[src/rtl/smc_timing.sv]
module smc_timing #(
  parameter int AW = 16
) (
  input  logic          clk,
  input  logic          rst_n,
  input  logic          cfg_cs_high,
  input  logic          cfg_lane_low,
  input  logic          cfg_page_en,
  input  logic          cfg_ext_wait,
  input  logic [1:0]    cfg_width,
  input  logic [3:0]    cfg_cs_to_oe,
  input  logic [3:0]    cfg_cs_to_we,
  input  logic [4:0]    cfg_rd_wait,
  input  logic [4:0]    cfg_pg_wait,
  input  logic [4:0]    cfg_wr_wait,
  input  logic [3:0]    cfg_turn,
  input  logic [9:0]    cfg_wait_to,
  input  logic          req_valid,
  output logic          req_ready,
  input  logic          req_write,
  input  logic [1:0]    req_len,
  input  logic [AW-1:0] req_addr,
  input  logic [31:0]   req_wdata,
  input  logic [3:0]    req_be,
  output logic          rsp_valid,
  output logic          rsp_last,
  output logic          rsp_timeout,
  output logic [31:0]   rsp_rdata,
  output logic          mem_cs,
  output logic          mem_oe_n,
  output logic          mem_we_n,
  output logic [3:0]    mem_lane,
  output logic [AW-1:0] mem_addr,
  output logic [31:0]   mem_dq_out,
  output logic          mem_dq_oe,
  input  logic [31:0]   mem_dq_in,
  input  logic          mem_wait_n
);

  localparam int CW = 7;
  localparam int HW = 14;

  typedef enum logic [1:0] {S_IDLE, S_ACC, S_TURN} st_t;

  st_t            st;
  logic           wr_q;
  logic [1:0]     len_q, widx;
  logic [AW-1:0]  addr_q;
  logic [31:0]    wdata_q;
  logic [3:0]     be_q;
  logic [CW-1:0]  cyc;
  logic [HW-1:0]  hold;

  logic [CW-1:0]  first_idx, wr_idx, last_idx;
  logic [HW-1:0]  hold_lim;
  logic           cs_act, oe_act, we_act;
  logic           at_last, stall, tmo, word_end, final_word;
  logic [3:0]     wmask, lane_on;
  logic [31:0]    lane_bits;
  logic [1:0]     step_sh;

  assign first_idx = (cfg_rd_wait >= {1'b0, cfg_cs_to_oe}) ? CW'(cfg_rd_wait) : CW'(cfg_cs_to_oe);
  assign wr_idx    = CW'(cfg_cs_to_we) + CW'(cfg_wr_wait) + CW'(2);
  assign last_idx  = wr_q ? wr_idx :
                     (cfg_page_en && widx != 2'd0) ? CW'(cfg_pg_wait) : first_idx;
  assign hold_lim  = {cfg_wait_to, 4'hF};

  assign cs_act     = (st == S_ACC);
  assign at_last    = cs_act && (cyc == last_idx);
  assign stall      = at_last && cfg_ext_wait && !mem_wait_n;
  assign tmo        = stall && (hold == hold_lim);
  assign word_end   = at_last && (!stall || tmo);
  assign final_word = wr_q || tmo || (widx == len_q);

  assign oe_act = cs_act && !wr_q && (widx != 2'd0 || cyc >= CW'(cfg_cs_to_oe));
  assign we_act = cs_act && wr_q && (cyc > CW'(cfg_cs_to_we));

  assign wmask     = (cfg_width == 2'd0) ? 4'b0001 : (cfg_width == 2'd1) ? 4'b0011 : 4'b1111;
  assign step_sh   = (cfg_width == 2'd0) ? 2'd0 : (cfg_width == 2'd1) ? 2'd1 : 2'd2;
  assign lane_bits = {{8{wmask[3]}}, {8{wmask[2]}}, {8{wmask[1]}}, {8{wmask[0]}}};
  assign lane_on   = oe_act ? wmask : (we_act ? be_q : 4'b0000);

  assign req_ready  = (st == S_IDLE);
  assign mem_cs     = cfg_cs_high ? cs_act : !cs_act;
  assign mem_oe_n   = !oe_act;
  assign mem_we_n   = !we_act;
  assign mem_lane   = (cfg_lane_low || (cs_act && wr_q)) ? ~lane_on : lane_on;
  assign mem_addr   = addr_q + (AW'(widx) << step_sh);
  assign mem_dq_out = wdata_q;
  assign mem_dq_oe  = cs_act && wr_q;

  always_ff @(posedge clk or negedge rst_n) begin
    if (!rst_n) begin
      st          <= S_IDLE;
      wr_q        <= 1'b0;
      len_q       <= '0;
      widx        <= '0;
      addr_q      <= '0;
      wdata_q     <= '0;
      be_q        <= '0;
      cyc         <= '0;
      hold        <= '0;
      rsp_valid   <= 1'b0;
      rsp_last    <= 1'b0;
      rsp_timeout <= 1'b0;
      rsp_rdata   <= '0;
    end else begin
      rsp_valid <= 1'b0;
      case (st)
        S_IDLE: begin
          if (req_valid) begin
            st      <= S_ACC;
            wr_q    <= req_write;
            len_q   <= req_write ? 2'd0 : req_len;
            addr_q  <= req_addr;
            wdata_q <= req_wdata;
            be_q    <= req_be;
            widx    <= '0;
            cyc     <= '0;
            hold    <= '0;
          end
        end
        S_ACC: begin
          if (word_end) begin
            rsp_valid   <= 1'b1;
            rsp_last    <= final_word;
            rsp_timeout <= tmo;
            rsp_rdata   <= wr_q ? 32'h0 : (mem_dq_in & lane_bits);
            hold        <= '0;
            cyc         <= '0;
            if (final_word) st <= S_TURN;
            else widx <= widx + 2'd1;
          end else if (stall) begin
            hold <= hold + HW'(1);
          end else begin
            cyc <= cyc + CW'(1);
          end
        end
        default: begin
          if (cyc == CW'(cfg_turn)) st <= S_IDLE;
          else cyc <= cyc + CW'(1);
        end
      endcase
    end
  end

endmodule

[config.mk]
export PLATFORM = sky130hd
export DESIGN_NAME = smc_timing
export DESIGN_NICKNAME = d
export VERILOG_FILES = /design/src/rtl/smc_timing.sv
export SDC_FILE = /design/constraint.sdc
export NUM_CORES = 1
export LEC_CHECK = 0
export BUFFER_PORTS_ARGS = -buffer_cell sky130_fd_sc_hd__buf_4
export CAP_MARGIN = 20
export CORE_ASPECT_RATIO = 1.1
export CORE_MARGIN = 3
export CORE_UTILIZATION = 30
export DETAILED_ROUTE_END_ITERATION = 16
export GPL_TIMING_DRIVEN = 0
export HOLD_SLACK_MARGIN = 0.02
export SLEW_MARGIN = 20
export SYNTH_ARGS = -nofsm -noshare
export SYNTH_HDL_FRONTEND = slang
export SYNTH_SLANG_ARGS = --single-unit
[constraint.sdc]
create_clock -name clk -period 8.9 [get_ports clk]
set_clock_uncertainty 0.15 [all_clocks]
set_input_delay 0.445 -clock clk [delete_from_list [all_inputs] [get_ports clk]]
set_output_delay 0.445 -clock clk [all_outputs]
set_load 0.02 [all_outputs]
After elaboration in Yosys (flattened, before gate mapping)
Cells that the tools add are included.
{"block": "totals", "elab_cells": 103, "n_memories": 0, "mem_bits_rw": 0, "out_inout_bits": 92, "latch_bits": 0, "reg_bits": 115, "romBits": 0}
{"block": "op_classes", "bitwise": 2, "n_div": 0, "muxes": 33, "add_sub_neg": 6, "reduce_logical": 32, "multipliers": 0, "n_eq_ne": 13, "magnitude_cmp": 3, "shift": 1}
{"cell": "$mux W14", "n": 3}
{"cell": "$mux W7", "n": 5}
{"cell": "$and A32 B32 Y32", "n": 1}
{"cell": "$mux W32", "n": 1}
{"cell": "$pmux W14 S2", "n": 1}
{"cell": "$mux W2", "n": 10}
{"cell": "$mux W4", "n": 5}
{"cell": "$add A16 B16 Y16", "n": 1}
{"cell": "$shl A2 B2 Y16", "n": 1}
{"cell": "$add A14 B1 Y14 const B", "n": 1}
{"cell": "$eq A14 B14 Y1", "n": 1}
{"cell": "$pmux W7 S2", "n": 1}
{"cell": "$logic_and A1 B1 Y1", "n": 10}
{"cell": "$mux W5", "n": 2}
{"cell": "$pmux W2 S2", "n": 2}
{"cell": "$reduce_and A4 Y1", "n": 2}
{"cell": "$add A6 B2 Y7 const B", "n": 1}
{"cell": "$add A7 B1 Y7 const B", "n": 1}
{"cell": "$eq A7 B4 Y1", "n": 1}
{"cell": "$eq A7 B7 Y1", "n": 1}
{"cell": "$ge A7 B4 Y1", "n": 1}
{"cell": "$gt A7 B4 Y1", "n": 1}
{"cell": "$add A4 B5 Y6", "n": 1}
{"cell": "$logic_not A1 Y1", "n": 6}
{"cell": "other kinds (17)", "n": 30}

Depth between registers and ports, before layout
Gate-level depths: netlist of run 1.
{"block": "logic_depth", "depth_word": 14, "mapped_depth": 17}

Worst setup path before layout of run 1
OpenSTA, ideal clock, no wires.
{"block": "synth_path", "path_type": "input to register", "startpoint": "input port cfg_cs_to_we[1]", "endpoint": "register hold[11]", "slack_ns": 5.437, "path_stages": 16, "path_buffers": 1, "arrival_ns": 3.240, "path_cell_list": "inv_1 ha_1 inv_1 ha_1 inv_1 fa_1 nand2b_1 a21oi_1 xor2_1 a211oi_1 o211a_4 nand4_4 and2_4 buf_6 or4_4 a21oi_2"}
{"block": "synth_via", "elab_chain_cells": 12}
{"element": "from (decl)", "line_no": "12", "source": "input logic [3:0] cfg_cs_to_we,"}
{"element": "$add A4 B5 Y6 *", "line_no": "63", "source": "assign wr_idx = CW'(cfg_cs_to_we) + CW'(cfg_wr_wait) + CW'(2);"}
{"element": "$add A6 B2 Y7 *", "line_no": "63"}
{"element": "$mux W7 *", "line_no": "64", "source": "assign last_idx = wr_q ? wr_idx :"}
{"element": "$eq A7 B7 Y1 *", "line_no": "69", "source": "assign at_last = cs_act && (cyc == last_idx);"}
{"element": "$logic_and A1 B1 Y1 *", "line_no": "69"}
{"element": "$logic_and A1 B1 Y1 (2 in series)", "line_no": "70", "source": "assign stall = at_last && cfg_ext_wait && !mem_wait_n;"}
{"element": "$logic_not A1 Y1 or $logic_and A1 B1 Y1 (tied branches)", "line_no": "72, 71"}
{"element": "$logic_or A1 B1 Y1", "line_no": "72", "source": "assign word_end = at_last && (!stall || tmo);"}
{"element": "$logic_and A1 B1 Y1", "line_no": "72"}
{"element": "$ne A3 B1 Y1 (no line) or $mux W14 (tied branches)"}
{"element": "$reduce_and A3 Y1 (no line) or $pmux W14 S2 (tied branches)"}
{"element": "to (signal assigned)", "line_no": "134", "source": "hold <= hold + HW'(1);"}
{"element": "to (decl)", "line_no": "52", "source": "logic [HW-1:0] hold;"}
Mark *: on every way between the ends. The rest lies on a longest branch, timed or not.
A chain may end at the register's enable or synchronous reset.

Worst setup path in the final report of run 1
{"block": "layout_path", "startpoint": "register cyc[0]", "endpoint": "output port mem_lane[1]"}
{"block": "layout_via", "elab_chain_cells": 6}
{"element": "from (decl)", "line_no": "51", "source": "logic [CW-1:0] cyc;"}
{"element": "from (signal assigned)", "line_no": "136", "source": "cyc <= cyc + CW'(1);"}
{"element": "from (signal assigned)", "line_no": "141", "source": "else cyc <= cyc + CW'(1);"}
{"element": "$gt A7 B4 Y1 or $ge A7 B4 Y1 (tied branches)", "line_no": "76, 75"}
{"element": "$logic_and A1 B1 Y1 or $logic_or A1 B1 Y1 (tied branches)", "line_no": "76, 75"}
{"element": "$mux W4 or $logic_and A1 B1 Y1 (tied branches)", "line_no": "81, 75"}
{"element": "$mux W4 *", "line_no": "81", "source": "assign lane_on = oe_act ? wmask : (we_act ? be_q : 4'b0000);"}
{"element": "$not A4 Y4", "line_no": "87", "source": "assign mem_lane = (cfg_lane_low || (cs_act && wr_q)) ? ~lane_on : lane_on;"}
{"element": "$mux W4 *", "line_no": "87"}
{"element": "to (decl)", "line_no": "32", "source": "output logic [3:0] mem_lane,"}
Marked as above.

==> results.sh, run 1 <==
export IMPL_clk_pin_slew_ps=60
export IMPL_synth_area_per_cell_um2=8.48
export IMPL_drive_gt1_frac=0.276
export IMPL_instances_no_fill=1262
export IMPL_drt_iter0_markers=259
export IMPL_wl_per_cell_um=15.2
export IMPL_p_leak_nw=4.66
export IMPL_drt_vias_per_instance=4.64
export IMPL_cts_resized_gates=0
export IMPL_drc=0
export IMPL_firstDrtPassIters=5
export IMPL_arrival_ps=3170
export IMPL_clock_latency_ps=410
export IMPL_hold_class="in -> reg"
export IMPL_synth_common_cells="nand2_1 (250), dfrtp_1 (115), o21ai_0 (40), nand3_1 (38), inv_1 (30)"
export IMPL_synth_enable_flop_cells=0
export IMPL_setup_viol=0
export IMPL_grt_pass1_vias=5997
export IMPL_ys_flop_type="dfrtp_1"
export IMPL_cts_tree="yes"
export IMPL_cts_sinks=115
export IMPL_vias=5860
export IMPL_syn_num_nets=912
export IMPL_antenna_cells=0
export IMPL_status="complete, no violations"
export IMPL_cp_start_kind="flop"
export IMPL_numPortBuffers=224
export IMPL_relSlewSlack=0.539
export IMPL_ir_drop_mv=0.160
export IMPL_cts_buffers=17
export IMPL_routabilityCongestion=0.816
export IMPL_dieArea_mm2=0.0229
export IMPL_yosysSeqAreaShare=0.454
export IMPL_drv_cap=0
export IMPL_dp_cells=1229
export IMPL_die_h_um=158
export IMPL_io_pins=226
export IMPL_final_setup_tns_ps=0
export IMPL_crit_type="reg -> out"
export IMPL_synthMostInstantiatedCell="nand2_1"
export IMPL_synth_ff_latch_count=115
export IMPL_nets=1157
export IMPL_ys_async_sr_fraction=1.00
export IMPL_grt_ovfl_total=0
export IMPL_ys_top_cells_by_area="dfrtp_1 (45%), nand2_1 (15%), ha_1 (5.5%)"
export IMPL_crit_fanout=6
export IMPL_grt_pass1_wl_um=30800
export IMPL_ant_nets=0
export IMPL_syn_area_mm2=0.00634
export IMPL_power_density_mw_per_mm2=335
export IMPL_rsz0062_at_grt="no"
export IMPL_slew_viol_final=0
export IMPL_die_x_um=145
export IMPL_gr_usage_all_layers=0.171
export IMPL_synth_top_area_cell="dfrtp_1"
export IMPL_worstMarginPinSlew_ps=685
export IMPL_antenna_found_initial=0
export IMPL_htreeDepth=4
export IMPL_cts_root_buffer="clkbuf_16"
export IMPL_finalHoldViolCount=0
export IMPL_dpl_hpwl_um=14800
export IMPL_yosysWarnings=0
export IMPL_ys_types=62
export IMPL_end_kind="output pin"
export IMPL_initial_utilization=0.307
export IMPL_fmax_mhz=266
export IMPL_rows=55
export IMPL_syn2layout_area_growth_pct=41.7
export IMPL_synth_top_area_share=0.454
export IMPL_cts_buffer_depth=2
export IMPL_critPathRequiredTime_ps=8310
export IMPL_min_period_over_period=0.423
export IMPL_fin_crit_ps=3760
export IMPL_grt_max_degree=87
export IMPL_netlist_instances=748
export IMPL_finalWirelength_um=19200
export IMPL_core_area_mm2=0.0206
export IMPL_whs_ps=72.6
export IMPL_total_power_w=0.00301
path summary, 6_finish.rpt:
check / from / to / slack [ps] / depth (start not counted)
max: cyc[0]$_DFFE_PN0P_ / mem_lane[1] / 5140 / 13
min: req_wdata[15] / mem_dq_out[15]$_DFFE_PN0P_ / 70 / 3
max in group asynchronous: rst_n / rsp_valid$_DFF_PN0_ / 7520 / 3
min reg2reg: rsp_rdata[16]$_DFFE_PN0P_ / rsp_rdata[16]$_DFFE_PN0P_ / 310 / 2
min in group asynchronous: rst_n / cyc[2]$_DFFE_PN0P_ / 340 / 2
max reg2reg: widx[0]$_DFFE_PN0P_ / hold[6]$_DFFE_PN0P_ / 5370 / 13
stage by stage:
| stage | area, um2 | setup WS [ps] | util |
|---|---|---|---|
| 2_1_floorplan | 6340 | 5440 | - |
| 3_5_place_dp | 8380 | 5020 | 0.406 |
| 5_1_grt | 8980 | 4770 | 0.435 |
| 6_report | 8980 | 5140 | 0.435 |
| 4_1_cts | 8980 | 5140 | 0.435 |
| 3_3_place_gp | 8340 | 4980 | 0.404 |
registers in the layout, indices dropped and copies added (netlist names):
name and flops:
wr_q 1, hold 14, len_q 2, rsp_rdata 32, st 2, addr_q 16
rsp_valid 1, be_q 4, widx 2, mem_dq_out 32, cyc 7, rsp_last 1
rsp_timeout 1
cell usage in the layout, fill, tap and decap left out, drive strengths merged, types with 4 or more instances in the layout:
master / synthesis / layout
a211oi: 4 / 4
a21oi: 23 / 23
and2: 7 / 7
and3: 6 / 6
buf: 12 / 237
clkbuf: 21 / 42
clkinv: 0 / 6
dfrtp: 115 / 115
ha: 28 / 28
inv: 31 / 33
nand2: 251 / 251
nand2b: 8 / 8
nand3: 38 / 38
nand3b: 4 / 4
nand4: 11 / 11
nor2: 26 / 26
nor2b: 8 / 8
nor3: 8 / 8
o21ai: 40 / 40
o31ai: 4 / 4
or2: 6 / 6
or3: 7 / 7
xnor2: 24 / 24
xor2: 23 / 23
kinds of logic (layout without fill, tap and decap cells):
| family | count (synthesis) | in the layout | synth area share |
|---|---|---|---|
| AND/OR/NAND/NOR | 391 | 391 | 0.276 |
| flip-flops | 115 | 115 | 0.454 |
| AO/OA/AOI/OAI | 97 | 97 | 0.0965 |
| buffers and inverters | 64 | 322 | 0.0399 |
| XOR/XNOR | 47 | 47 | 0.0673 |
| adder cells (fa/ha/maj) | 30 | 30 | 0.0616 |
| multiplexers | 3 | 3 | 0.00474 |
| other | 1 | 1 | 0.000591 |
repair_timing:
| action | CTS | global route |
|---|---|---|
| hold buffers | 1 | 0 |
| setup buffers | 0 | 0 |
| setup endpoints to repair | 0 | 0 |
| hold endpoints to repair | 29 | 0 |
worst max-delay path, cell delays in order, from the launching register on:
cell and delay, ps:
dfrtp_1 350, clkbuf_1 260, inv_1 180, ha_1 300, nand2b_1 90, a21oi_1 60
nor2b_1 90, o21ai_0 70, and4b_1 190, nor3_1 500, inv_1 140, o21ai_0 220
xnor2_1 140, buf_4 170
where the power goes:
| part | total [W] | internal (W) | switching [W] |
|---|---|---|---|
| registers | 0.000878 | 0.000730 | 0.000148 |
| clock network | 0.000695 | 0.000436 | 0.000259 |
| logic | 0.00144 | 0.000590 | 0.000846 |
| total | 0.00301 | 0.00176 | 0.00125 |
per-layer routing:
metal  global-route usage  wire [um]  share of wire  vias to the layer above
met5                    0          0              0                        -
met1                0.214       8100           0.42                     2705
met2                0.283       9440           0.49                      157
li1                     -          -              -                     2973
met4               0.0449        303          0.016                        0
met3               0.0607       1390          0.072                       25
final cells by class:
cell class / count / area [um2]
Fill cell: 2122 / 11700
Multi-Input combinational cell: 569 / 3210
Sequential cell: 115 / 2880
Timing Repair Buffer: 226 / 1730
Clock buffer: 21 / 470
Tap cell: 256 / 320
Buffer: 33 / 136
Clock inverter: 11 / 126
Inverter: 31 / 116
(Power assumes the default switching activity.)
==> inputs of run 2 (changes only) <==
clock period = 3 ns   (was 8.9 ns; I/O delays follow)
==> results.sh, run 2 (synthesis results as in run 1) <==
export IMPL_cts_tree="yes"
export IMPL_final_setup_tns_ps=-208
export IMPL_dpl_hpwl_um=15200
export IMPL_fill_cells=1947
export IMPL_clock_latency_ps=410
export IMPL_numPortBuffers=224
export IMPL_firstDrtPassIters=4
export IMPL_p_switching_w=0.00405
export IMPL_drv_cap=0
export IMPL_arrival_ps=2800
export IMPL_syn2layout_area_growth_pct=66.0
export IMPL_min_period_over_period=1.03
export IMPL_antenna_cells=0
export IMPL_vias=6453
export IMPL_pwr_share_seq=0.263
export IMPL_total_power_w=0.0101
export IMPL_status="finished with violations"
export IMPL_slew_viol_final=0
export IMPL_p_leak_nw=5.29
export IMPL_crit_type="reg -> out"
export IMPL_cp_startpoint="widx[0]$_DFFE_PN0P_"
export IMPL_drc=0
export IMPL_combPwrFrac=0.494
export IMPL_end_kind="output pin"
export IMPL_fin_ws_ps=-96.2
export IMPL_hold_class="in -> reg"
export IMPL_nets=1270
export IMPL_power_density_mw_per_mm2=956
export IMPL_finalWirelength_um=21500
export IMPL_cts_buffers=17
export IMPL_rr_startpoint="widx[0]$_DFFE_PN0P_"
export IMPL_drive_gt1_frac=0.333
export IMPL_grt_ovfl_total=0
export IMPL_cp_common_cell="inv_2"
export IMPL_initial_utilization=0.307
export IMPL_fin_util=0.510
export IMPL_dieArea_mm2=0.0229
export IMPL_clk_pin_slew_ps=60
export IMPL_slowest_delay_ps=400
export IMPL_wl_per_cell_um=15.6
export IMPL_drt_iter0_markers=284
export IMPL_path_cells="inv_2 > nor3_4 > ha_2 > inv_2 > fa_2 > inv_2 > a21oi_2 > o21bai_2 > a21o_1 > nand2_2 > or2_4 > nor2_2 > xor2_1 > buf_4"
export IMPL_fmax_mhz=323
export IMPL_layout_common_cells="nand2_1 (247), buf_4 (247), dfrtp_1 (112)"
export IMPL_die_x_um=145
export IMPL_ant_nets=0
export IMPL_dp_slack_ps=-605
export IMPL_p_sw_frac=0.403
export IMPL_critPathRequiredTime_ps=2700
export IMPL_antenna_found_initial=0
export IMPL_crit_fanout=4
export IMPL_grt_max_degree=62
export IMPL_die_h_um=158
export IMPL_finalHoldViolCount=0
export IMPL_setup_viol=3
export IMPL_ir_drop_mv=0.478
export IMPL_routabilityCongestion=0.842
export IMPL_drt_vias_per_instance=4.69
export IMPL_violations="negative setup slack"
export IMPL_core_area_mm2=0.0206
export IMPL_min_from="cfg_turn[3]"
export IMPL_cts_root_buffer="clkbuf_16"
export IMPL_worstMarginPinSlew_ps=750
export IMPL_p_int_w=0.00601
export IMPL_cp_start_kind="flop"
export IMPL_gr_usage_all_layers=0.183
export IMPL_grt_pass1_vias=6590
export IMPL_grt_pass1_wl_um=33200
export IMPL_cts_sinks=115
export IMPL_slowest_stage="dfrtp_2"
export IMPL_rsz0062_at_grt="yes"
export IMPL_relSlewSlack=0.499
export IMPL_fin_crit_ps=3100
export IMPL_htreeDepth=4
export IMPL_io_pins=226
export IMPL_cts_buffer_depth=2
export IMPL_clkPwrFrac=0.243
export IMPL_rows=55
-- run 2: changes by cell type in the layout (fill, tap and decap cells not counted), sizes merged --
cell | before | now
dlygate4sd3 | 1 | 91
bufinv | 2 | 7
inv | 33 | 34
clkbuf | 42 | 36
buf | 237 | 261
clkinv | 6 | 4
and2 | 7 | 8
-- run 2: power by group through the flow --
stage	registers (W)	logic [W]	clock network, W
2_1_floorplan	0.00303	0.00213	0
3_5_place_dp	0.00262	0.00438	0
3_3_place_gp	0.00262	0.00432	0
6_report	0.00265	0.00496	0.00245
4_1_cts	0.00263	0.00463	0.00250
5_1_grt	0.00273	0.00542	0.00256
-- run 2: worst paths after layout --
path                                              endpoint  slack (ps)  cells after the start
worst max register to register        hold[11]$_DFFE_PN0P_          50                     11
worst min-delay path                     st[1]$_DFFE_PN0P_          80                      4
worst min register to register   rsp_rdata[10]$_DFFE_PN0P_         320                      2
max in group asynchronous       mem_dq_out[14]$_DFFE_PN0P_        1940                      3
worst max-delay path                          mem_addr[14]        -100                     14
min in group asynchronous         rsp_rdata[1]$_DFFE_PN0P_          90                      2
-- run 2: metal layers --
layer / wire (um) / GRT usage / vias up
li1: - / - / 3201
met1: 8730 / 0.215 / 3041
met2: 11000 / 0.320 / 178
met3: 1180 / 0.0538 / 33
met4: 531 / 0.0609 / 0
met5: 0 / 0 / -
-- run 2: critical path: cells and delay by family (launching register included) --
family          cells  cell delay, ps
buf+inv             4             340
fa+ha+maj           2             550
flops               1             400
simple gates        4             590
xor+xnor            1             150
compound gates      3             370
-- run 2: cell type report --
type                    count  area [um2]  share of cell area
plain buffers              29         136              0.0130
clock inverters            15         278              0.0264
repair buffers            342        2850               0.271
flip-flops and latches    115        2880               0.274
multi-input cells         570        3510               0.334
well taps                 256         320              0.0304
clock buffers              17         425              0.0404
inverters                  31         124              0.0118
-- run 2: through the flow --
step / std cells / cell area (um2) / hold WS (ps)
6_report: 1375 / 10500 / 75.9
5_1_grt: 1375 / 10500 / 101
4_1_cts: 1358 / 10200 / 57.3
3_5_place_dp: 1229 / 8430 / -39.4
3_3_place_gp: 1228 / 8400 / 190
2_1_floorplan: 748 / 6400 / -296
-- run 2: repair_timing --
| item | 4_1_cts | 5_1_grt |
|---|---|---|
| endpoints found under the hold margin | 203 | 0 |
| setup buffers | 7 | 18 |
| gates cloned | 1 | 1 |
| setup endpoints to repair | 71 | 50 |
| pin swaps | 6 | 25 |
| gates resized for setup | 46 | 41 |
| hold buffers | 91 | 0 |
==> inputs of run 3 (changes only) <==
ABC_AREA = 1   (was default)
SKIP_CTS_REPAIR_TIMING = 1   (was default)
==> results.sh, run 3 <==
export IMPL_ir_drop_mv=0.650
export IMPL_setup_viol=6
export IMPL_ys_top_cells_by_area="dfrtp_1 (45%), nand2_1 (19%), ha_1 (5.5%)"
export IMPL_core_area_mm2=0.0207
export IMPL_drt_iter0_markers=309
export IMPL_grt_max_degree=69
export IMPL_critPathRequiredTime_ps=2700
export IMPL_ant_nets=0
export IMPL_antenna_cells=0
export IMPL_cts_tree="yes"
export IMPL_netlist_instances=823
export IMPL_die_x_um=145
export IMPL_wl_per_cell_um=13.9
export IMPL_synth_top_area_cell="dfrtp_1"
export IMPL_slowest_stage="dfrtp_1"
export IMPL_ys_async_sr_fraction=1.00
export IMPL_synth_area_per_cell_um2=7.72
export IMPL_synth_enable_flop_cells=0
export IMPL_cts_buffers=17
export IMPL_cp_buffers_inverters=3
export IMPL_rsz0062_at_grt="yes"
export IMPL_rrSetupSlack_ps=230
export IMPL_htreeDepth=4
export IMPL_antenna_found_initial=0
export IMPL_syn_num_nets=987
export IMPL_yosysSeqAreaShare=0.453
export IMPL_arrival_ps=3070
export IMPL_instances_no_fill=1465
export IMPL_hold_class="in -> reg"
export IMPL_finalWirelength_um=20400
export IMPL_drt_vias_per_instance=4.44
export IMPL_layout_common_cells="nand2_1 (324), buf_4 (232), dfrtp_1 (114)"
export IMPL_routabilityCongestion=0.837
export IMPL_end_kind="output pin"
export IMPL_synth_top_area_share=0.453
export IMPL_min_period_over_period=1.12
export IMPL_crit_fanout=4
export IMPL_crit_type="reg -> out"
export IMPL_synthMostInstantiatedCell="nand2_1"
export IMPL_slew_viol_final=0
export IMPL_fin_crit_ps=3370
export IMPL_cts_root_buffer="clkbuf_16"
export IMPL_cts_sinks=115
export IMPL_rows=55
export IMPL_relSlewSlack=0.333
export IMPL_finalHoldViolCount=0
export IMPL_crit_family="simple AND/OR/NAND/NOR gates"
export IMPL_p_leak_nw=5.24
export IMPL_dieArea_mm2=0.0230
export IMPL_syn_area_mm2=0.00635
export IMPL_cp_start_kind="flop"
export IMPL_clk_pin_slew_ps=60
export IMPL_grt_pass1_wl_um=29500
export IMPL_status="finished with violations"
export IMPL_numPortBuffers=225
export IMPL_initial_utilization=0.307
export IMPL_seq_area_mm2=0.00288
export IMPL_ys_types=39
export IMPL_nets=1331
export IMPL_total_power_w=0.00874
export IMPL_path_cells="inv_2 > nor3_2 > ha_2 > inv_2 > fa_2 > nand3b_1 > and2_4 > o21ai_4 > nand4_1 > nor2_2 > nand2_2 > nor3_2 > xor2_1 > buf_4"
export IMPL_die_h_um=159
export IMPL_multi_input_area_mm2=0.00311
export IMPL_power_density_mw_per_mm2=868
export IMPL_violations="negative setup slack"
export IMPL_synth_ff_latch_count=115
export IMPL_fill_cells=1960
export IMPL_dpl_hpwl_um=14600
export IMPL_firstDrtPassIters=5
export IMPL_ys_flop_type="dfrtp_1"
export IMPL_clock_latency_ps=410
export IMPL_drc=0
export IMPL_fin_ws_ps=-374
export IMPL_grt_ovfl_total=0
export IMPL_cts_buffer_depth=2
export IMPL_worstMarginPinSlew_ps=991
export IMPL_vias=6505
export IMPL_yosysWarnings=0
export IMPL_syn2layout_area_growth_pct=58.4
export IMPL_layout_commonest_cell="nand2_1"
export IMPL_io_pins=226
export IMPL_drv_cap=0
export IMPL_fmax_mhz=296
export IMPL_dp_cells=1334
export IMPL_slowest_delay_ps=410
export IMPL_synth_common_cells="nand2_1 (326), dfrtp_1 (115), inv_1 (74), nand3_1 (46), nor2_1 (43)"
export IMPL_gr_usage_all_layers=0.163
export IMPL_grt_pass1_vias=5922
export IMPL_drive_gt1_frac=0.264
-- run 3: cell count changes after synthesis, sizes merged, moves of 8 or more --
| cell | previous run | this run |
|---|---|---|
| nor2b | 8 | 0 |
| nand3 | 38 | 48 |
| inv | 31 | 76 |
| nand2 | 251 | 331 |
| a21oi | 23 | 15 |
| o21ai | 40 | 55 |
| xnor2 | 24 | 6 |
| nand2b | 8 | 0 |
| nor2 | 26 | 47 |
-- run 3: worst min-delay path, cell delays in order --
cell     delay, ps
buf_4          110
inv_1           60
nor3_1          80
nand3_1        130
nand2_1         60
-- run 3: area by class of cell --
cell class | instances | area share
Tap cell | 285 | 0.0354
Sequential cell | 115 | 0.286
Clock inverter | 15 | 0.0157
Clock buffer | 17 | 0.0423
Inverter | 77 | 0.0287
Buffer | 26 | 0.0152
Multi-Input combinational cell | 605 | 0.309
Timing Repair Buffer | 325 | 0.267
-- run 3: power breakdown --
group	switching (W)	internal (W)
sequential	0.000391	0.00210
combinational	0.00255	0.00169
clock	0.000785	0.00123
total	0.00372	0.00501
-- run 3: cells by family after synthesis --
kind of cell / share of synthesized area
xor gates and xnor gates: 0.0414
adders and majority gates: 0.0614
other: 0.000590
buffers and inverters: 0.0695
DFF: 0.453
AOI/OAI and AO/OA: 0.0685
and+or+nand+nor: 0.306
-- run 3: layer usage --
metal  global-route usage  vias up  share of wire
li1                     -     3316              -
met1                0.205     3000           0.42
met2                0.268      168           0.51
met3               0.0487       21          0.055
met4               0.0569        0          0.015
met5                    0        -              0
-- run 3: path summary, 6_finish.rpt --
kind | startpoint | end | cells past startpoint
setup / recovery | widx[0]$_DFFE_PN0P_ | mem_addr[14] | 14
hold / removal | cfg_ext_wait | rsp_timeout$_DFFE_PN0P_ | 5
setup reg to reg | widx[0]$_DFFE_PN0P_ | hold[5]$_DFFE_PN0P_ | 19
hold reg to reg | rsp_timeout$_DFFE_PN0P_ | rsp_timeout$_DFFE_PN0P_ | 2
max in group asynchronous | rst_n | mem_dq_out[24]$_DFFE_PN0P_ | 3
min in group asynchronous | rst_n | hold[13]$_DFFE_PN0P_ | 2
-- run 3: per-stage QoR --
stage / utilization / TNS, ps / hold slack [ps] / setup slack (ps) / cell area [um2]
2_1_floorplan: - / 0 / -296 / 5.22 / 6350
4_1_cts: 0.435 / -3950 / -473 / -803 / 9010
5_1_grt: 0.486 / -2440 / 85.5 / -582 / 10100
3_5_place_dp: 0.407 / -2970 / -21.2 / -355 / 8430
6_report: 0.486 / -1070 / 69.1 / -374 / 10100
3_3_place_gp: 0.405 / -1910 / 194 / -296 / 8400
